**config.mk**
```make
export PLATFORM = sky130hd
export DESIGN_NAME = hp_slot_ctrl
export DESIGN_NICKNAME = d
export VERILOG_FILES = /design/src/rtl/hp_pkg.sv /design/src/rtl/hp_ctrl_reg.sv /design/src/rtl/hp_status_reg.sv /design/src/rtl/hp_irq_gen.sv /design/src/rtl/hp_slot_ctrl.sv
export SDC_FILE = /design/constraint.sdc
export NUM_CORES = 1
export LEC_CHECK = 0
export BUFFER_PORTS_ARGS = -buffer_cell sky130_fd_sc_hd__buf_4
export CAP_MARGIN = 20
export CORE_MARGIN = 3
export CORE_UTILIZATION = 30
export DETAILED_ROUTE_END_ITERATION = 12
export PLACE_DENSITY = 0.59
export SLEW_MARGIN = 10
export SYNTH_ARGS = -nofsm -noshare
export SYNTH_HDL_FRONTEND = slang
export SYNTH_HIERARCHICAL = 1
export SYNTH_SLANG_ARGS = --single-unit
```
**constraint.sdc**
```tcl
create_clock -name clk -period 1.7 [get_ports clk]
set_input_delay 0.34 -clock clk [delete_from_list [all_inputs] [get_ports clk]]
set_output_delay 0.34 -clock clk [all_outputs]
set_load 0.01 [all_outputs]
```
**src/rtl/hp_pkg.sv**
```systemverilog
package hp_pkg;
  localparam int REG_W = 16;
  // control register bit positions
  localparam int C_ABE  = 0;
  localparam int C_PDE  = 3;
  localparam int C_CCE  = 4;
  localparam int C_HPE  = 5;
  localparam int C_AIL  = 6;
  localparam int C_PIL  = 8;
  localparam int C_PWR  = 10;
  localparam int C_LCK  = 11;
  // status register bit positions
  localparam int S_ABP  = 0;
  localparam int S_PDC  = 3;
  localparam int S_CC   = 4;
  localparam int S_PDS  = 6;
  localparam int S_LCK  = 7;
  localparam logic [1:0] IND_ON  = 2'b01;
  localparam logic [1:0] IND_OFF = 2'b11;
  localparam logic [REG_W-1:0] CTL_STORE = 16'h07F9;
  localparam logic [7:0]       STS_W1C   = 8'h19;
endpackage

```
**src/rtl/hp_ctrl_reg.sv**
```systemverilog
module hp_ctrl_reg
  import hp_pkg::*;
#(
  parameter int W = REG_W,
  localparam int NB = W / 8
) (
  input  logic          clk,
  input  logic          rst,
  input  logic          populated,
  input  logic          wr_en,
  input  logic [NB-1:0] be,
  input  logic [W-1:0]  wdata,
  output logic [W-1:0]  ctrl_q,
  output logic          lock_flip,
  output logic          pwr_off
);
  logic [W-1:0] merged;
  logic [W-1:0] rst_val;

  for (genvar b = 0; b < NB; b++) begin : g_byte
    assign merged[8*b +: 8] = be[b] ? (wdata[8*b +: 8] & CTL_STORE[8*b +: 8])
                                    : ctrl_q[8*b +: 8];
  end

  always_comb begin
    rst_val = '0;
    rst_val[C_AIL +: 2] = IND_OFF;
    rst_val[C_PIL +: 2] = populated ? IND_ON : IND_OFF;
    rst_val[C_PWR]      = ~populated;
  end

  assign lock_flip = wr_en && be[C_LCK/8] && wdata[C_LCK];
  assign pwr_off   = wr_en && merged[C_PWR] && (merged[C_PIL +: 2] == IND_OFF);

  always_ff @(posedge clk) begin
    if (rst)        ctrl_q <= rst_val;
    else if (wr_en) ctrl_q <= merged;
  end
endmodule

```
**src/rtl/hp_status_reg.sv**
```systemverilog
module hp_status_reg
  import hp_pkg::*;
#(
  parameter int W = REG_W
) (
  input  logic         clk,
  input  logic         rst,
  input  logic         populated,
  input  logic         sts_wr,
  input  logic         be_lo,
  input  logic [7:0]   wdata_lo,
  input  logic         ctrl_wr,
  input  logic         lock_flip,
  input  logic         pwr_off,
  input  logic         hot_add,
  input  logic         btn_press,
  output logic [W-1:0] sts_q,
  output logic         unplug_req,
  output logic         plug_refused
);
  logic [W-1:0] nxt;
  logic         do_unplug, do_refuse;

  always_comb begin
    nxt       = sts_q;
    do_unplug = 1'b0;
    do_refuse = 1'b0;
    if (sts_wr && be_lo) nxt[7:0] = sts_q[7:0] & ~(wdata_lo & STS_W1C);
    if (lock_flip) nxt[S_LCK] = ~sts_q[S_LCK];
    if (pwr_off && sts_q[S_PDS]) begin
      do_unplug  = 1'b1;
      nxt[S_PDS] = 1'b0;
      nxt[S_PDC] = 1'b1;
    end
    if (hot_add) begin
      if (sts_q[S_LCK]) do_refuse = 1'b1;
      else begin
        nxt[S_PDS] = 1'b1;
        nxt[S_PDC] = 1'b1;
        nxt[S_ABP] = 1'b1;
      end
    end
    if (btn_press) nxt[S_ABP] = 1'b1;
    if (ctrl_wr)   nxt[S_CC]  = 1'b1;
  end

  always_ff @(posedge clk) begin
    if (rst) begin
      sts_q        <= '0;
      sts_q[S_PDS] <= populated;
      unplug_req   <= 1'b0;
      plug_refused <= 1'b0;
    end else begin
      sts_q        <= nxt;
      unplug_req   <= do_unplug;
      plug_refused <= do_refuse;
    end
  end
endmodule

```
**src/rtl/hp_irq_gen.sv**
```systemverilog
module hp_irq_gen #(
  parameter int NEV = 3
) (
  input  logic           clk,
  input  logic           rst,
  input  logic           hp_en,
  input  logic [NEV-1:0] ev_en,
  input  logic [NEV-1:0] ev_st,
  input  logic           msi_en,
  output logic           irq_level,
  output logic           irq_msg
);
  logic pend, pend_q;

  assign pend = hp_en && |(ev_en & ev_st);

  always_ff @(posedge clk) begin
    if (rst) begin
      pend_q    <= 1'b0;
      irq_level <= 1'b0;
      irq_msg   <= 1'b0;
    end else begin
      pend_q    <= pend;
      irq_level <= pend && !msi_en;
      irq_msg   <= msi_en && (pend != pend_q);
    end
  end
endmodule

```
**src/rtl/hp_slot_ctrl.sv**
```systemverilog
module hp_slot_ctrl
  import hp_pkg::*;
(
  input  logic        clk,
  input  logic        rst,
  input  logic        slot_populated,
  input  logic        cfg_wr,
  input  logic        cfg_sel,
  input  logic [1:0]  cfg_be,
  input  logic [15:0] cfg_wdata,
  output logic [15:0] cfg_rdata,
  input  logic        hot_add,
  input  logic        btn_press,
  input  logic        msi_en,
  output logic        irq_level,
  output logic        irq_msg,
  output logic        unplug_req,
  output logic        plug_refused
);
  logic [REG_W-1:0] ctrl_q, sts_q;
  logic             ctrl_wr, sts_wr, lock_flip, pwr_off;
  logic [2:0]       ev_en, ev_st;

  assign ctrl_wr = cfg_wr && !cfg_sel;
  assign sts_wr  = cfg_wr &&  cfg_sel;

  hp_ctrl_reg #(.W(REG_W)) u_ctrl (
    .clk(clk), .rst(rst), .populated(slot_populated),
    .wr_en(ctrl_wr), .be(cfg_be), .wdata(cfg_wdata),
    .ctrl_q(ctrl_q), .lock_flip(lock_flip), .pwr_off(pwr_off)
  );

  hp_status_reg #(.W(REG_W)) u_sts (
    .clk(clk), .rst(rst), .populated(slot_populated),
    .sts_wr(sts_wr), .be_lo(cfg_be[0]), .wdata_lo(cfg_wdata[7:0]),
    .ctrl_wr(ctrl_wr), .lock_flip(lock_flip), .pwr_off(pwr_off),
    .hot_add(hot_add), .btn_press(btn_press),
    .sts_q(sts_q), .unplug_req(unplug_req), .plug_refused(plug_refused)
  );

  assign ev_en = {ctrl_q[C_CCE], ctrl_q[C_PDE], ctrl_q[C_ABE]};
  assign ev_st = {sts_q[S_CC],   sts_q[S_PDC],  sts_q[S_ABP]};

  hp_irq_gen #(.NEV(3)) u_irq (
    .clk(clk), .rst(rst), .hp_en(ctrl_q[C_HPE]),
    .ev_en(ev_en), .ev_st(ev_st), .msi_en(msi_en),
    .irq_level(irq_level), .irq_msg(irq_msg)
  );

  assign cfg_rdata = cfg_sel ? sts_q : ctrl_q;
endmodule

```
# After elaboration in Yosys (flattened, before gate mapping)

Cells that the tools add are included.

Flip-flop bits (word level): 22
Bits of input ports: 26
Output and inout port bits: 20
Word-level logic and storage cells: 60

Eq/ne operators: 2
Mux-type cells: 21
Bitwise logic cells: 6
Reductions and logical operators: 19

Operator list:

| cell                                        | count |
|---|---|
| 2-to-1 mux 11 bit                           | 3 |
| 2-to-1 mux 8 bit                            | 2 |
| 2-to-1 mux 1 bit                            | 13 |
| logical AND 1 bit                           | 11 |
| bitwise AND 8 bit                           | 1 |
| inverter 5 -> 8 bit                         | 1 |
| 2-to-1 mux 7 bit                            | 1 |
| nonzero test 2 bit                          | 3 |
| bitwise AND 3 bit                           | 1 |
| 2-to-1 mux 3 bit                            | 1 |
| inverter 1 bit                              | 3 |
| OR reduction 3 bit                          | 1 |
| equality test 2 bit (second input constant) | 1 |
| zero test 1 bit                             | 2 |
| 2-to-1 mux 2 bit                            | 1 |
| AND reduction 2 bit                         | 1 |
| OR reduction 2 bit                          | 1 |
| != test 1 bit                               | 1 |

# Depth between registers and ports, before layout

Word-level depth: 9
Mapped depth: 9
Gate-level depth less buffers: 6

# Hierarchy

Netlist, hierarchy kept.

By module, submodules not included:

| module        | instances | cells each | area each (um^2) | seq. area each (um^2) |
|---|---|---|---|---|
| hp_ctrl_reg   | 1         | 52         | 510.5            | 210.2 |
| hp_status_reg | 1         | 38         | 335.3            | 140.1 |
| hp_slot_ctrl  | 1         | 20         | 257.7            | 0.0 |
| hp_irq_gen    | 1         | 12         | 111.4            | 60.1 |

# Worst setup path before layout

No wires, ideal clock.

Kind: input to register
Start point: in cfg_sel
End point: reg u_sts.sts_q[6]
Library setup time: 0.121 ns
Arrival: 1.606 ns
Data required time: 1.579 ns
Path slack: -0.027 ns
Stages on the path: 9
Path buffers: 3
Path through: buf_6 buf_12 and2b_2 buf_6 inv_1 a211oi_1 inv_1 a21oi_1 o21ai_0

Cells in the longest elaborated chain, start to end: 9
Elaborated cells between the ends (all ways): 12
Those cells by class: 5 x mux; 7 x reduce/logical

RTL lines:

| element                             | line                | source |
|---|---|---|
| start, declared                     | hp_slot_ctrl.sv:8   | `input logic cfg_sel,` |
| zero test 1 bit (*)                 | hp_slot_ctrl.sv:24  | `assign ctrl_wr = cfg_wr && !cfg_sel;` |
| logical AND 1 bit (*)               | hp_slot_ctrl.sv:24  |  |
| via ctrl_wr                         | hp_slot_ctrl.sv:21  | `logic ctrl_wr, sts_wr, lock_flip, pwr_off;` |
| logical AND 1 bit (*) (2 in series) | hp_ctrl_reg.sv:33   | `assign pwr_off = wr_en && merged[C_PWR] && (merged[C_PIL +: 2] == IND_OFF);` |
| via pwr_off                         | hp_slot_ctrl.sv:21  |  |
| logical AND 1 bit (*)               | hp_status_reg.sv:30 | `if (pwr_off && sts_q[S_PDS]) begin` |
| 2-to-1 mux 1 bit (*)                | hp_status_reg.sv:30 |  |
| 2-to-1 mux 1 bit                    | hp_status_reg.sv:36 | `if (sts_q[S_LCK]) do_refuse = 1'b1;` |
| 2-to-1 mux 1 bit (*)                | hp_status_reg.sv:35 | `if (hot_add) begin` |
| 2-to-1 mux 7 bit (*)                | hp_status_reg.sv:48 | `if (rst) begin` |
| end signal, assigned by index       | hp_status_reg.sv:50 | `sts_q[S_PDS] <= populated;` |
| end signal, assigned                | hp_status_reg.sv:54 | `sts_q <= nxt;` |
| end, declared                       | hp_status_reg.sv:17 | `output logic [W-1:0] sts_q,` |

Mark *: on every way through the listed nets, which the timed path passes. The rest lies on a longest branch. The select of a mux whose other input is x is not followed.
A chain may end at the register's enable or synchronous reset.

# Final worst setup path

Start point: in cfg_sel
End point: out cfg_rdata[7]

Cells in the longest elaborated chain, start to end: 1

RTL lines:

| element           | line               | source |
|---|---|---|
| 2-to-1 mux 11 bit | hp_slot_ctrl.sv:50 | `assign cfg_rdata = cfg_sel ? sts_q : ctrl_q;` |
| end, declared     | hp_slot_ctrl.sv:11 | `output logic [15:0] cfg_rdata,` |

Every way passes these cells.

==> reports/results.txt <==
CTS tree = done
global-route track usage on met3 = 0.0348
setup TNS = 0 ps
Max Transition Viols Final = 0
total CTS buffers = 3
status = complete, no violations
unrepaired setup endpoints after global routing = false
DR iter-0 viols = 27
grt met1 use = 0.114
Final nets = 179
WL/cell = 11.8 um
Antenna Diode Count = 0
initial antenna violation count = 0
I/O pin count = 46
Cells after Synth = 122
CP startpoint kind = input port
Syn Std Cell Area = 1210 um2
CP max FO = 10
Die Wd = 69.6 um
CP bufs+invs = 3
DRT Pass-1 Iters = 4
storage element area = 410 um2
slowest cell delay on critical path = 320 ps
critical path class = in -> out
worst hold path class = in -> reg
Hold WS = 259 ps
Root Buffer Master = clkbuf_8
Final Hold Fails = 0
Fmax = 0.657 GHz
Resize count post-CTS = 0
Post-synth EDFFs = 3
largest net degree at the start of global routing = 22
largest cells by area after synthesis = dfxtp_1, buf_4, mux2_4
DRC Markers = 0
htree depth = 1
area grow syn2layout = 18.6%
Mapped Avg Cell Area = 9.96 um2
Core ar. = 3770 um2
delay-heaviest family, CP = buffers and inverters
Synth area leader = dfxtp_1
grt ovf = 0
port bufs = 32
max_cap viols = 0
CP most frequent cell = buf_4
Worst-path clk slew = 60 ps
post-synth top area share = 0.264
number of global-route vias before repair = 935
WP data arrival = 1180 ps
Clock Sinks = 19
# fillers = 388
Post-CTS Setup Repair Bufs = 0
Vias/cell = 4.45
global-route wire length before repair = 4.13 mm
Main synth FF type = dfxtp_1
sequential fraction of the synthesis area = 0.338
CP required = 1360 ps
final setup vio count = 0
area of the multi-input gates = 659 um2
Synth Warn # = 6
Die ar. = 4850 um2
worst vdd ir = 0.301 mV
flops & latches, synth = 19
worst skew pair latency = 240 ps
vias = 890
Tcrit/Tclk final = 0.895
DRT antenna net count = 0
met2 usage = 0.189
total wire length = 2.36 mm
CTS max path bufs = 2
gr busiest metal = met2
Row Count = 22
top cells by instance count after synthesis = buf_4, dfxtp_1, mux2_2, mux2_4, nand3_1
Total Routing Usage GR = 0.103
asr flop ratio synth = 0
min Tclk post-route = 1520 ps
Slowest cell on crit path = mux2_4
Post-CTS Hold Buffers = 0
Crit. End Element = output port
worst path cell trace = buf_4 -> buf_4 -> mux2_4 -> buf_4
share of cells above drive strength 1 = 0.421
Die Ht = 69.6 um
Initial Utilization = 0.322
most common cell in the netlist = buf_4
PD cells = 697 nW/um2
gp weighted congestion = 0.817
leakage power = 0.649 nW
Yosys cell types = 35
final setup skew = 0.922 ps
HPWL Detailed = 1.91 mm
-- path summary, 6_finish.rpt --
path | start | end | slack (ps) | cells past startpoint
worst min-delay path | msi_en | u_irq/irq_level | 260 | 2
worst min register to register | u_irq/pend_q | u_irq/irq_msg | 470 | 2
worst max register to register | u_ctrl/ctrl_q[8] | u_sts/sts_q[6] | 500 | 5
worst max-delay path | cfg_sel | cfg_rdata[7] | 180 | 4
-- kinds of logic (layout without fill, tap and decap cells) --
family,after synthesis,in the layout,synth area share
AND/OR/NAND/NOR,32,32,0.146
buffers and inverters,27,41,0.173
AO/OA/AOI/OAI,22,22,0.132
multiplexers,19,19,0.198
flip-flops,19,19,0.338
other,2,18,0.00618
XOR/XNOR,1,1,0.00721
-- registers in the layout (all words and copies together) (netlist names) --
signal	cells
u_irq/irq_msg	1
u_sts/plug_refused	1
u_sts/sts_q	5
u_sts/unplug_req	1
u_irq/pend_q	1
u_ctrl/ctrl_q	9
u_irq/irq_level	1
-- through the flow --
stage	power, mW	cells	utilization	setup slack, ps	cell area, um2
3_5_place_dp	0.718	196	0.370	147	1400
6_report	1.00	200	0.382	178	1440
4_1_cts	1.02	200	0.382	161	1440
3_3_place_gp	0.713	196	0.370	171	1400
2_1_floorplan	0.671	138	-	80.7	1280
5_1_grt	1.06	200	0.382	131	1440
-- report_power, final --
part | switching [mW] | internal (mW) | total [mW] | leakage [nW]
registers | 0.0163 | 0.479 | 0.495 | 0.162
clock network | 0.131 | 0.166 | 0.297 | 0.0228
logic | 0.0939 | 0.119 | 0.212 | 0.465
total | 0.241 | 0.763 | 1.00 | 0.649
-- layer usage --
layer	share of wire	vias to the layer above
li1	-	447
met1	0.41	407
met2	0.50	34
met3	0.082	2
met4	0.0059	0
met5	0	-
-- cell usage in the layout, fill, tap and decap left out, drive strengths merged, types with 2 or more instances in the layout --
cell type	n
a211o	2
a211oi	2
a21bo	4
a21oi	7
and3	3
buf	34
clkbuf	4
conb	18
dfxtp	16
edfxtp	3
inv	3
mux2	16
mux2i	3
nand2	3
nand2b	4
nand3	8
nor2	6
o21ai	4
-- final cells by class --
cell class | instances | share of cell area
clock buffers | 4 | 0.0313
multi-input cells | 92 | 0.457
well taps | 48 | 0.0417
inverters | 3 | 0.00781
flip-flops and latches | 19 | 0.285
repair buffers | 34 | 0.177
(Power assumes the default switching activity.)
